$ cat src/rtl/smpcm_pkg.sv
`timescale 1ns/1ps
package smpcm_pkg;
   localparam int FRAME_BITS = 32;
   localparam int MAG_W      = 27;
   localparam int BURST_TICKS = 2 * FRAME_BITS;

   typedef logic [FRAME_BITS-1:0] frame_t;
   typedef logic [MAG_W-1:0]      mag_t;

   // Index p-1 holds frame position p (1 = sign, 32 = first sent).
   function automatic frame_t smpcm_pack(input logic sign, input mag_t mag);
      frame_t     f;
      logic [4:0] k;
      f    = '0;
      f[0] = sign;
      unique case (mag[26:25])
         2'b00: f[31:29] = 3'b000;
         2'b01: f[31:29] = 3'b001;
         2'b10: f[31:29] = 3'b011;
         default: f[31:29] = 3'b111;
      endcase
      k = 5'd24;
      for (int p = 28; p >= 1; p--) begin
         if (p != 24 && p != 16 && p != 8) begin
            f[p[4:0]] = mag[k];
            k = k - 5'd1;
         end
      end
      return f;
   endfunction
endpackage

$ cat src/rtl/smpcm_tick_gen.sv
`timescale 1ns/1ps
module smpcm_tick_gen #(
   parameter int DIV   = 4,
   parameter int SLOTS = 40
) (
   input  logic clk,
   input  logic rst,
   output logic bclk,
   output logic lrck,
   output logic left_start,
   output logic right_start,
   output logic bit_step
);
   import smpcm_pkg::*;
   localparam int TICKS = 2 * SLOTS;
   localparam int TW    = $clog2(TICKS);
   localparam int DW    = $clog2(DIV);

   if (DIV < 2) begin : g_bad_div
      $error("smpcm_tick_gen: DIV must be at least 2");
   end
   if (SLOTS <= FRAME_BITS) begin : g_bad_slots
      $error("smpcm_tick_gen: SLOTS must exceed the frame length");
   end

   logic [DW-1:0] div_q;
   logic [TW-1:0] t_q, t_n;
   logic          tick, at_start;

   assign tick     = (div_q == DW'(DIV - 1));
   assign t_n      = (t_q == TW'(TICKS - 1)) ? '0 : t_q + 1'b1;
   assign at_start = tick && (t_n == '0);

   assign left_start  = at_start && lrck;
   assign right_start = at_start && !lrck;
   assign bit_step    = tick && !t_n[0] && (t_n != '0) && (t_n < TW'(BURST_TICKS));

   always_ff @(posedge clk) begin
      if (rst) begin
         div_q <= '0;
         t_q   <= TW'(TICKS - 1);
         bclk  <= 1'b0;
         lrck  <= 1'b1;
      end else begin
         div_q <= tick ? '0 : div_q + 1'b1;
         if (tick) begin
            t_q  <= t_n;
            bclk <= (t_n < TW'(BURST_TICKS)) && t_n[0];
            if (t_n == '0) lrck <= ~lrck;
         end
      end
   end
endmodule

$ cat src/rtl/smpcm_sample_buf.sv
`timescale 1ns/1ps
module smpcm_sample_buf #(
   parameter int SAMPLE_W = 28
) (
   input  logic                       clk,
   input  logic                       rst,
   input  logic                       in_valid,
   output logic                       in_ready,
   input  logic signed [SAMPLE_W-1:0] in_left,
   input  logic signed [SAMPLE_W-1:0] in_right,
   input  logic                       take,
   output logic signed [SAMPLE_W-1:0] next_left,
   output logic signed [SAMPLE_W-1:0] cur_right,
   output logic                       underrun
);
   logic                       pend_v;
   logic signed [SAMPLE_W-1:0] pend_l, pend_r, cur_l, cur_r;

   assign in_ready  = !pend_v;
   assign next_left = pend_v ? pend_l : cur_l;
   assign cur_right = cur_r;

   always_ff @(posedge clk) begin
      if (rst) begin
         pend_v   <= 1'b0;
         pend_l   <= '0;
         pend_r   <= '0;
         cur_l    <= '0;
         cur_r    <= '0;
         underrun <= 1'b0;
      end else begin
         if (in_valid && in_ready) begin
            pend_l <= in_left;
            pend_r <= in_right;
            pend_v <= 1'b1;
         end
         if (take) begin
            if (pend_v) begin
               cur_l  <= pend_l;
               cur_r  <= pend_r;
               pend_v <= 1'b0;
            end else begin
               underrun <= 1'b1;
            end
         end
      end
   end
endmodule

$ cat src/rtl/smpcm_frame_enc.sv
`timescale 1ns/1ps
module smpcm_frame_enc #(
   parameter int SAMPLE_W = 28
) (
   input  logic signed [SAMPLE_W-1:0] smp,
   output smpcm_pkg::frame_t          frame
);
   import smpcm_pkg::*;
   localparam int ABS_W = SAMPLE_W - 1;

   if (SAMPLE_W < 3 || ABS_W > MAG_W) begin : g_bad_w
      $error("smpcm_frame_enc: SAMPLE_W must lie in 3..28");
   end

   logic [SAMPLE_W-1:0] raw, absv;
   logic [ABS_W-1:0]    sat;
   logic                neg;
   mag_t                mag;

   assign raw  = smp;
   assign neg  = raw[SAMPLE_W-1];
   assign absv = neg ? (~raw + 1'b1) : raw;
   assign sat  = absv[SAMPLE_W-1] ? '1 : absv[ABS_W-1:0];

   if (ABS_W == MAG_W) begin : g_full
      assign mag = sat;
   end else begin : g_left_just
      assign mag = {sat, {(MAG_W - ABS_W){1'b0}}};
   end

   assign frame = smpcm_pack(neg, mag);
endmodule

$ cat src/rtl/smpcm_serializer.sv
`timescale 1ns/1ps
module smpcm_serializer #(
   parameter int SAMPLE_W = 28,
   parameter int DIV      = 4,
   parameter int SLOTS    = 40
) (
   input  logic                       clk,
   input  logic                       rst,
   input  logic                       in_valid,
   output logic                       in_ready,
   input  logic signed [SAMPLE_W-1:0] in_left,
   input  logic signed [SAMPLE_W-1:0] in_right,
   output logic                       bclk,
   output logic                       lrck,
   output logic                       sdata,
   output logic                       underrun
);
   import smpcm_pkg::*;

   logic                       left_start, right_start, bit_step;
   logic signed [SAMPLE_W-1:0] next_left, cur_right, enc_in;
   frame_t                     enc, sreg;

   smpcm_tick_gen #(.DIV(DIV), .SLOTS(SLOTS)) u_tick (
      .clk(clk), .rst(rst), .bclk(bclk), .lrck(lrck),
      .left_start(left_start), .right_start(right_start), .bit_step(bit_step)
   );

   smpcm_sample_buf #(.SAMPLE_W(SAMPLE_W)) u_buf (
      .clk(clk), .rst(rst), .in_valid(in_valid), .in_ready(in_ready),
      .in_left(in_left), .in_right(in_right), .take(left_start),
      .next_left(next_left), .cur_right(cur_right), .underrun(underrun)
   );

   assign enc_in = left_start ? next_left : cur_right;

   smpcm_frame_enc #(.SAMPLE_W(SAMPLE_W)) u_enc (
      .smp(enc_in), .frame(enc)
   );

   always_ff @(posedge clk) begin
      if (rst) begin
         sreg  <= '0;
         sdata <= 1'b0;
      end else if (left_start || right_start) begin
         sreg  <= enc;
         sdata <= enc[FRAME_BITS-1];
      end else if (bit_step) begin
         sdata <= sreg[FRAME_BITS-2];
         sreg  <= {sreg[FRAME_BITS-2:0], 1'b0};
      end
   end
endmodule

$ cat config.mk
export PLATFORM = sky130hd
export DESIGN_NAME = smpcm_serializer
export DESIGN_NICKNAME = d
export VERILOG_FILES = /design/src/rtl/smpcm_pkg.sv /design/src/rtl/smpcm_tick_gen.sv /design/src/rtl/smpcm_sample_buf.sv /design/src/rtl/smpcm_frame_enc.sv /design/src/rtl/smpcm_serializer.sv
export SDC_FILE = /design/constraint.sdc
export NUM_CORES = 1
export LEC_CHECK = 0
export BUFFER_PORTS_ARGS = -buffer_cell sky130_fd_sc_hd__buf_2
export CAP_MARGIN = 10
export CORE_ASPECT_RATIO = 2
export CORE_MARGIN = 2
export CORE_UTILIZATION = 35
export CTS_CLUSTER_DIAMETER = 120
export DETAILED_ROUTE_END_ITERATION = 10
export GPL_TIMING_DRIVEN = 0
export PLACE_DENSITY = 0.54
export SYNTH_ARGS = -nofsm -noshare
export SYNTH_HDL_FRONTEND = slang
export SYNTH_SLANG_ARGS = --single-unit
export TNS_END_PERCENT = 20
$ cat constraint.sdc
create_clock -name clk -period 5.4 [get_ports clk]
set_input_delay 0.54 -clock clk [delete_from_list [all_inputs] [get_ports clk]]
set_output_delay 0.54 -clock clk [all_outputs]
set_load 0.01 [all_outputs]
# After elaboration in Yosys (flattened, before gate mapping)
# Index checks and enable logic that the tools add are counted.
[totals] wordCells=58 register_bits=157 out_inout_bits=5
[classes] eq_ne=4 order_cmp=1 n_reduce_logical=21 mux=13 bitwise=3 n_addsub=3
[op_table] op="28-bit two-way mux" n=3
[op_table] op="31-bit two-way mux" n=2
[op_table] op="28-bit by 1-bit adder with 28-bit output, second input constant" n=1
[op_table] op="28-bit inverter" n=1
[op_table] op="27-bit two-way mux" n=1
[op_table] op="3-bit one-hot mux with 3 select lines" n=1
[op_table] op="1-bit logical AND" n=8
[op_table] op="7-bit by 1-bit adder with 7-bit output, second input constant" n=1
[op_table] op="7-bit == test, second input constant" n=1
[op_table] op="7-bit zero test" n=1
[op_table] op="7-bit less-than comparator, second input constant" n=1
[op_table] op="7-bit two-way mux" n=1
[op_table] op="7-bit nonzero test" n=1
[op_table] op="2-bit AND reduction" n=3
[op_table] op="1-bit two-way mux" n=5
[op_table] op="2-bit == test, second input constant" n=2
[op_table] op="2-bit OR reduction" n=2
[op_table] op="1-bit zero test" n=3
[op_table] op="2-bit by 1-bit adder with 2-bit output, second input constant" n=1
[op_table] op="2-bit by 1-bit == test with 1-bit output, second input constant" n=1
[op_table] op="2-bit zero test" n=1
[op_table] op="1-bit inverter" n=2
[op_table] op="2-bit nonzero test" n=1
[op_table] op="1-bit logical OR" n=1

# Longest topological paths before layout
[logic_depth] depth_word=13 depth_mapped=19 depth_no_buf=16

# Cells and area by module
# Synthesis repeated with hierarchy kept, for this count alone.
[unflattened] hier_cells=897 area_unflattened_um2=8673.3
[modules_own_cells] module="smpcm_sample_buf" area_each_um2=5132.4 instances=1 cells_each=478 seq_area_each_um2=2282.2
[modules_own_cells] module="smpcm_serializer" area_each_um2=1943.1 instances=1 cells_each=178 seq_area_each_um2=640.6
[modules_own_cells] module="smpcm_frame_enc" area_each_um2=948.4 instances=1 cells_each=163 seq_area_each_um2=0.0
[modules_own_cells] module="smpcm_tick_gen" area_each_um2=649.4 instances=1 cells_each=78 seq_area_each_um2=220.2

# Worst setup path after synthesis
# No wires, ideal clock.
[synth_timing] path_kind="reg2reg" startpoint="register u_tick.t_q[0]" endpoint="register sreg[26]" n_path_buf=3 arrival_time_ns=4.084 synth_period_minus_slack_ns=4.171 path_stages_with_launch=20 path_slack_ns=1.229 setup_ns=0.087 t_required_ns=5.313 cell_sequence="dfxtp_1 -> ha_1 -> nand3_1 -> nor3_4 -> o2111ai_2 -> nor2_4 -> buf_6 -> buf_6 -> buf_6 -> nand2_1 -> o21ai_0 -> ha_1 -> nor4b_1 -> a22oi_1 -> or2_2 -> or2_0 -> mux2_4 -> o21ai_2 -> xnor2_1 -> a221oi_2"
[synth_between] elab_chain_len=11 elab_cells_between_ends=21 cone_classes="add/sub (2); order compare (1); eq/ne (1); mux (5); bitwise (1); reduce/logical (11)"
[synth_lines] item="from (decl)" line_no="smpcm_tick_gen.sv:27" rtl="logic [TW-1:0] t_q, t_n;"
[synth_lines] item="from (signal assigned)" line_no="smpcm_tick_gen.sv:41" rtl="t_q <= TW'(TICKS - 1);"
[synth_lines] item="from (signal assigned)" line_no="smpcm_tick_gen.sv:47" rtl="t_q <= t_n;"
[synth_lines] item="7-bit by 1-bit adder with 7-bit output or 7-bit == test (tied branches)" line_no="smpcm_tick_gen.sv:31" rtl="assign t_n = (t_q == TW'(TICKS - 1)) ? '0 : t_q + 1'b1;"
[synth_lines] item="7-bit two-way mux *" line_no="smpcm_tick_gen.sv:31"
[synth_lines] item="7-bit zero test" line_no="smpcm_tick_gen.sv:32" rtl="assign at_start = tick && (t_n == '0);"
[synth_lines] item="1-bit logical AND" line_no="smpcm_tick_gen.sv:32"
[synth_lines] item="1-bit logical AND" line_no="smpcm_tick_gen.sv:34" rtl="assign left_start = at_start && lrck;"
[synth_lines] item="28-bit two-way mux" line_no="smpcm_serializer.sv:35" rtl="assign enc_in = left_start ? next_left : cur_right;"
[synth_lines] item="28-bit inverter" line_no="smpcm_frame_enc.sv:22" rtl="assign absv = neg ? (~raw + 1'b1) : raw;"
[synth_lines] item="28-bit by 1-bit adder with 28-bit output" line_no="smpcm_frame_enc.sv:22"
[synth_lines] item="28-bit two-way mux" line_no="smpcm_frame_enc.sv:22"
[synth_lines] item="27-bit two-way mux" line_no="smpcm_frame_enc.sv:23" rtl="assign sat = absv[SAMPLE_W-1] ? '1 : absv[ABS_W-1:0];"
[synth_lines] item="31-bit two-way mux" line_no="smpcm_serializer.sv:45" rtl="end else if (left_start || right_start) begin"
[synth_lines] item="to (signal assigned)" line_no="smpcm_serializer.sv:46" rtl="sreg <= enc;"
[synth_lines] item="to (signal assigned)" line_no="smpcm_serializer.sv:50" rtl="sreg <= {sreg[FRAME_BITS-2:0], 1'b0};"
[synth_lines] item="to (decl)" line_no="smpcm_serializer.sv:22" rtl="frame_t enc, sreg;"
# Mark *: on every way between the ends. The rest lies on a longest branch, timed or not.
# A chain may end at the register's enable or synchronous reset.

# Worst setup path in the final report
[layout_timing] startpoint="register u_tick.t_q[0]" endpoint="register sreg[29]"
[layout_between] elab_chain_len=13 elab_cells_between_ends=25 cone_classes="add/sub (2); order compare (1); eq/ne (3); mux (6); bitwise (1); reduce/logical (12)"
[layout_lines] item="7-bit by 1-bit adder with 7-bit output or 7-bit == test (tied branches)" line_no="smpcm_tick_gen.sv:31"
[layout_lines] item="7-bit two-way mux *" line_no="smpcm_tick_gen.sv:31"
[layout_lines] item="7-bit zero test" line_no="smpcm_tick_gen.sv:32"
[layout_lines] item="1-bit logical AND" line_no="smpcm_tick_gen.sv:32"
[layout_lines] item="1-bit logical AND" line_no="smpcm_tick_gen.sv:34"
[layout_lines] item="28-bit two-way mux" line_no="smpcm_serializer.sv:35"
[layout_lines] item="28-bit inverter" line_no="smpcm_frame_enc.sv:22"
[layout_lines] item="28-bit by 1-bit adder with 28-bit output" line_no="smpcm_frame_enc.sv:22"
[layout_lines] item="28-bit two-way mux" line_no="smpcm_frame_enc.sv:22"
[layout_lines] item="27-bit two-way mux" line_no="smpcm_frame_enc.sv:23"
[layout_lines] item="2-bit == test, or another cell as far along" line_no="smpcm_pkg.sv:16" rtl="unique case (mag[26:25])"
[layout_lines] item="3-bit one-hot mux with 3 select lines" line_no="smpcm_pkg.sv:16"
[layout_lines] item="31-bit two-way mux" line_no="smpcm_serializer.sv:45"
# Marks and branches as above.

==> impl_metrics.json <==
{
  "status": "complete, no violations",
  "netlist.area_leader.share_pct": 40.0,
  "critical_path_required_ps": 5730,
  "core_area_mm2": 0.0221,
  "dp.final_hpwl_um": 21400,
  "worst_slew_pin_slew_ps": 966,
  "ctsHoldBuffers": 0,
  "ios": 64,
  "wirelength_um": 27500,
  "comb_power_share_pct": 15.0,
  "cpMostUsedCell": "buf_6",
  "synthArstFlopShare_pct": 0,
  "p_int_uw": 2130,
  "avgSynthCellArea_um2": 8.02,
  "cp_slowest_stage_delay_ps": 410,
  "io_buffers": 62,
  "nets": 1127,
  "synth-seq-cells": 157,
  "netlist_top_cells_area": "dfxtp_1 (40%), nand2_1 (13%), a21oi_1 (8.9%)",
  "final_area_mm2": 0.00917,
  "grt_use_total_pct": 24.3,
  "core.rowCount": 77,
  "antenna_found_initial": 0,
  "min_period_over_period_pct": 93.6,
  "ir_worst_vdd_v": 0.000191,
  "remaining_drc_errors": 0,
  "slew_violations": 0,
  "setup-tns-final_ps": 0,
  "yosysUniqueCellTypes": 73,
  "ys_warn_count": 0,
  "die_y_um": 216,
  "synth_edf_count": 0,
  "p_switching_uw": 816,
  "numCtsBuffers": 17,
  "synth_common_cells": "nand2_1 (276), dfxtp_1 (157), a21oi_1 (140)",
  "gp_congestion": 0.964,
  "cp_slowest_cell": "dfxtp_2",
  "relSlewSlack_pct": 35.6,
  "clk_latency_ps": 430,
  "wl_per_cell_um": 20.3,
  "clockBufferDepth": 2,
  "hold_viol": 0,
  "grt_pass1_wl_um": 42300,
  "pwr-share-clk_pct": 42.7,
  "fin_ws_ps": 344,
  "die_area_mm2": 0.0237,
  "finalClockSkew_ps": 10.2,
  "crit_arrival_ps": 5380,
  "power_density_mw_per_mm2": 322,
  "setup_violations": 0,
  "vias_per_cell": 5.43,
  "crit_buf_inv": 3,
  "via_count": 7345,
  "grt_pass1_vias": 7310,
  "start_util_pct": 35.6,
  "p_sw_share_pct": 27.7,
  "startpoint_type": "flop",
  "synth_fp_nets": 1041,
  "cts.sinks": 157,
  "dpl-instance-area_mm2": 0.00851,
  "rsz0062_at_grt": "no",
  "detail-route-antenna-nets": 0,
  "cap_violations": 0,
  "grt_overflow": 0,
  "sequentialPowerShare_pct": 42.3,
  "htree_levels": 4,
  "grt_max_degree": 17,
  "critPathCaptureType": "flop",
  "die_w_um": 110,
  "synth-seq-area-share_pct": 40.0,
  "fmax_mhz": 198,
  "synth-main-ff-cell": "dfxtp_1",
  "synth_top_area_cell": "dfxtp_1",
  "critPathKind": "flop to flop",
  "antenna_cells": 0,
  "drt_pass1_iterations": 5,
  "cp_max_fo": 10,
  "drive_gt1_share_pct": 15.4,
  "hp-class": "input port to flop",
  "cts_tree": "done",
  "period_needed_ps": 5060,
  "pre_cts_ws_ps": -163,
  "holdWs_ps": 341,
  "path_clk_slew_ps": 60,
  "synthCells": 979,
  "yosysMostFrequentCell": "nand2_1",
  "worst_path_dominant_cell_family": "simple AND/OR/NAND/NOR gates",
  "syn_area_mm2": 0.00785,
  "syn2layout_area_growth_pct": 16.7,
  "leakage_uw": 0.00340,
  "cts_root_buf": "clkbuf_16",
  "drtIter0Drc": 342,
  "postLayoutCoreUtil_pct": 41.5,
  "path_cells": "ha_1 -> nand3_1 -> nor3_4 -> o2111ai_2 -> nor2_4 -> buf_6 -> buf_6 -> buf_6 -> nand2_1 -> o21ai_0 -> ha_2 -> nor4b_1 -> a22oi_1 -> or2_2 -> o41ai_2 -> xnor2_1 -> mux2i_1 -> nor2_1 -> a311oi_1"
}
==> sequential cells by signal, indices dropped and copies added (netlist names) <==
register         flops
sdata                1
sreg                31
u_buf.cur_l         28
u_buf.cur_right     28
u_buf.pend_l        28
u_buf.pend_r        28
u_buf.pend_v         1
u_buf.underrun       1
u_tick.bclk          1
u_tick.div_q         2
u_tick.lrck          1
u_tick.t_q           7
==> cell families (layout without fill, tap and decap cells) <==
kind of cell,after synthesis,count (layout),synth area share (%)
compound gates,233,233,18.8
xor+xnor,21,21,2.34
fa+ha+maj,3,3,0.478
buf+inv,77,175,4.51
flops,157,157,40.0
mux,86,86,11.4
simple gates,402,402,22.5
==> cell type report <==
class,instances,area [um2]
Timing Repair Buffer,67,348
Tap cell,276,345
Clock buffer,21,470
Clock inverter,10,139
Inverter,8,30.0
Multi-Input combinational cell,745,4360
Sequential cell,157,3140
Buffer,69,325
Fill cell,2322,12900
==> power by group through the flow <==
stage / Clock (uW) / Combinational, uW / Sequential (uW)
finish: 1260 / 441 / 1250
global route: 1320 / 477 / 1250
CTS: 1280 / 430 / 1250
detailed placement: 0 / 427 / 1270
global placement: 0 / 424 / 1270
floorplan: 0 / 286 / 1260
==> path summary, 6_finish.rpt <==
path	from	to	slack, ps	cells after the start
worst min-delay path	in_right[1]	u_buf.pend_r[1]	340	3
worst max register to register	u_tick.t_q[0]	sreg[29]	340	19
worst max-delay path	u_tick.t_q[0]	sreg[29]	340	19
worst min register to register	u_tick.div_q[0]	u_tick.div_q[0]	440	1
==> metrics by stage <==
stage               total power (uW)  cells
detailed placement              1700   1317
floorplan                       1540    979
global placement                1700   1317
global route                    3050   1353
CTS                             2950   1349
finish                          2950   1353
==> timing repair <==
action,4_1_cts,5_1_grt
gates cloned,0,0
resized for setup,1,5
setup buffers,1,4
setup endpoints to repair,4,7
hold endpoints to repair,0,0
pin swaps,1,2
==> cell usage in the layout, fill, tap and decap left out, types with 7 or more instances in the layout <==
cell	Yosys	final
nor3_1	25	25
nor2_1	30	30
a221oi_1	12	12
nand2_1	276	276
o21ai_1	7	8
dfxtp_1	157	156
or3_1	9	9
and3_1	7	7
clkbuf_16	0	17
xnor2_1	14	14
buf_2	7	69
xor2_1	7	7
a21oi_1	140	140
mux2_2	24	24
mux2i_1	60	60
buf_4	3	8
nor2b_1	8	8
clkbuf_1	45	45
o21ai_0	23	22
buf_1	8	8
==> worst reg2reg max path, cell delays in order (launching register included) <==
cell and delay (ps):
dfxtp_2 410, ha_1 260, nand3_1 210, nor3_4 240
o2111ai_2 320, nor2_4 210, buf_6 190, buf_6 200
buf_6 200, nand2_1 70, o21ai_0 210, ha_2 310
nor4b_1 290, a22oi_1 210, or2_2 410, o41ai_2 360
xnor2_1 200, mux2i_1 300, nor2_1 110, a311oi_1 260
==> per-layer routing <==
metal	track usage (%)	share of wire [%]	vias up
li1	-	-	3600
met1	24.3	35	3482
met2	43.9	54	177
met3	3.23	2.8	86
met4	17.5	7.8	0
met5	0	0	-
Power figures use the tool's default switching activity.
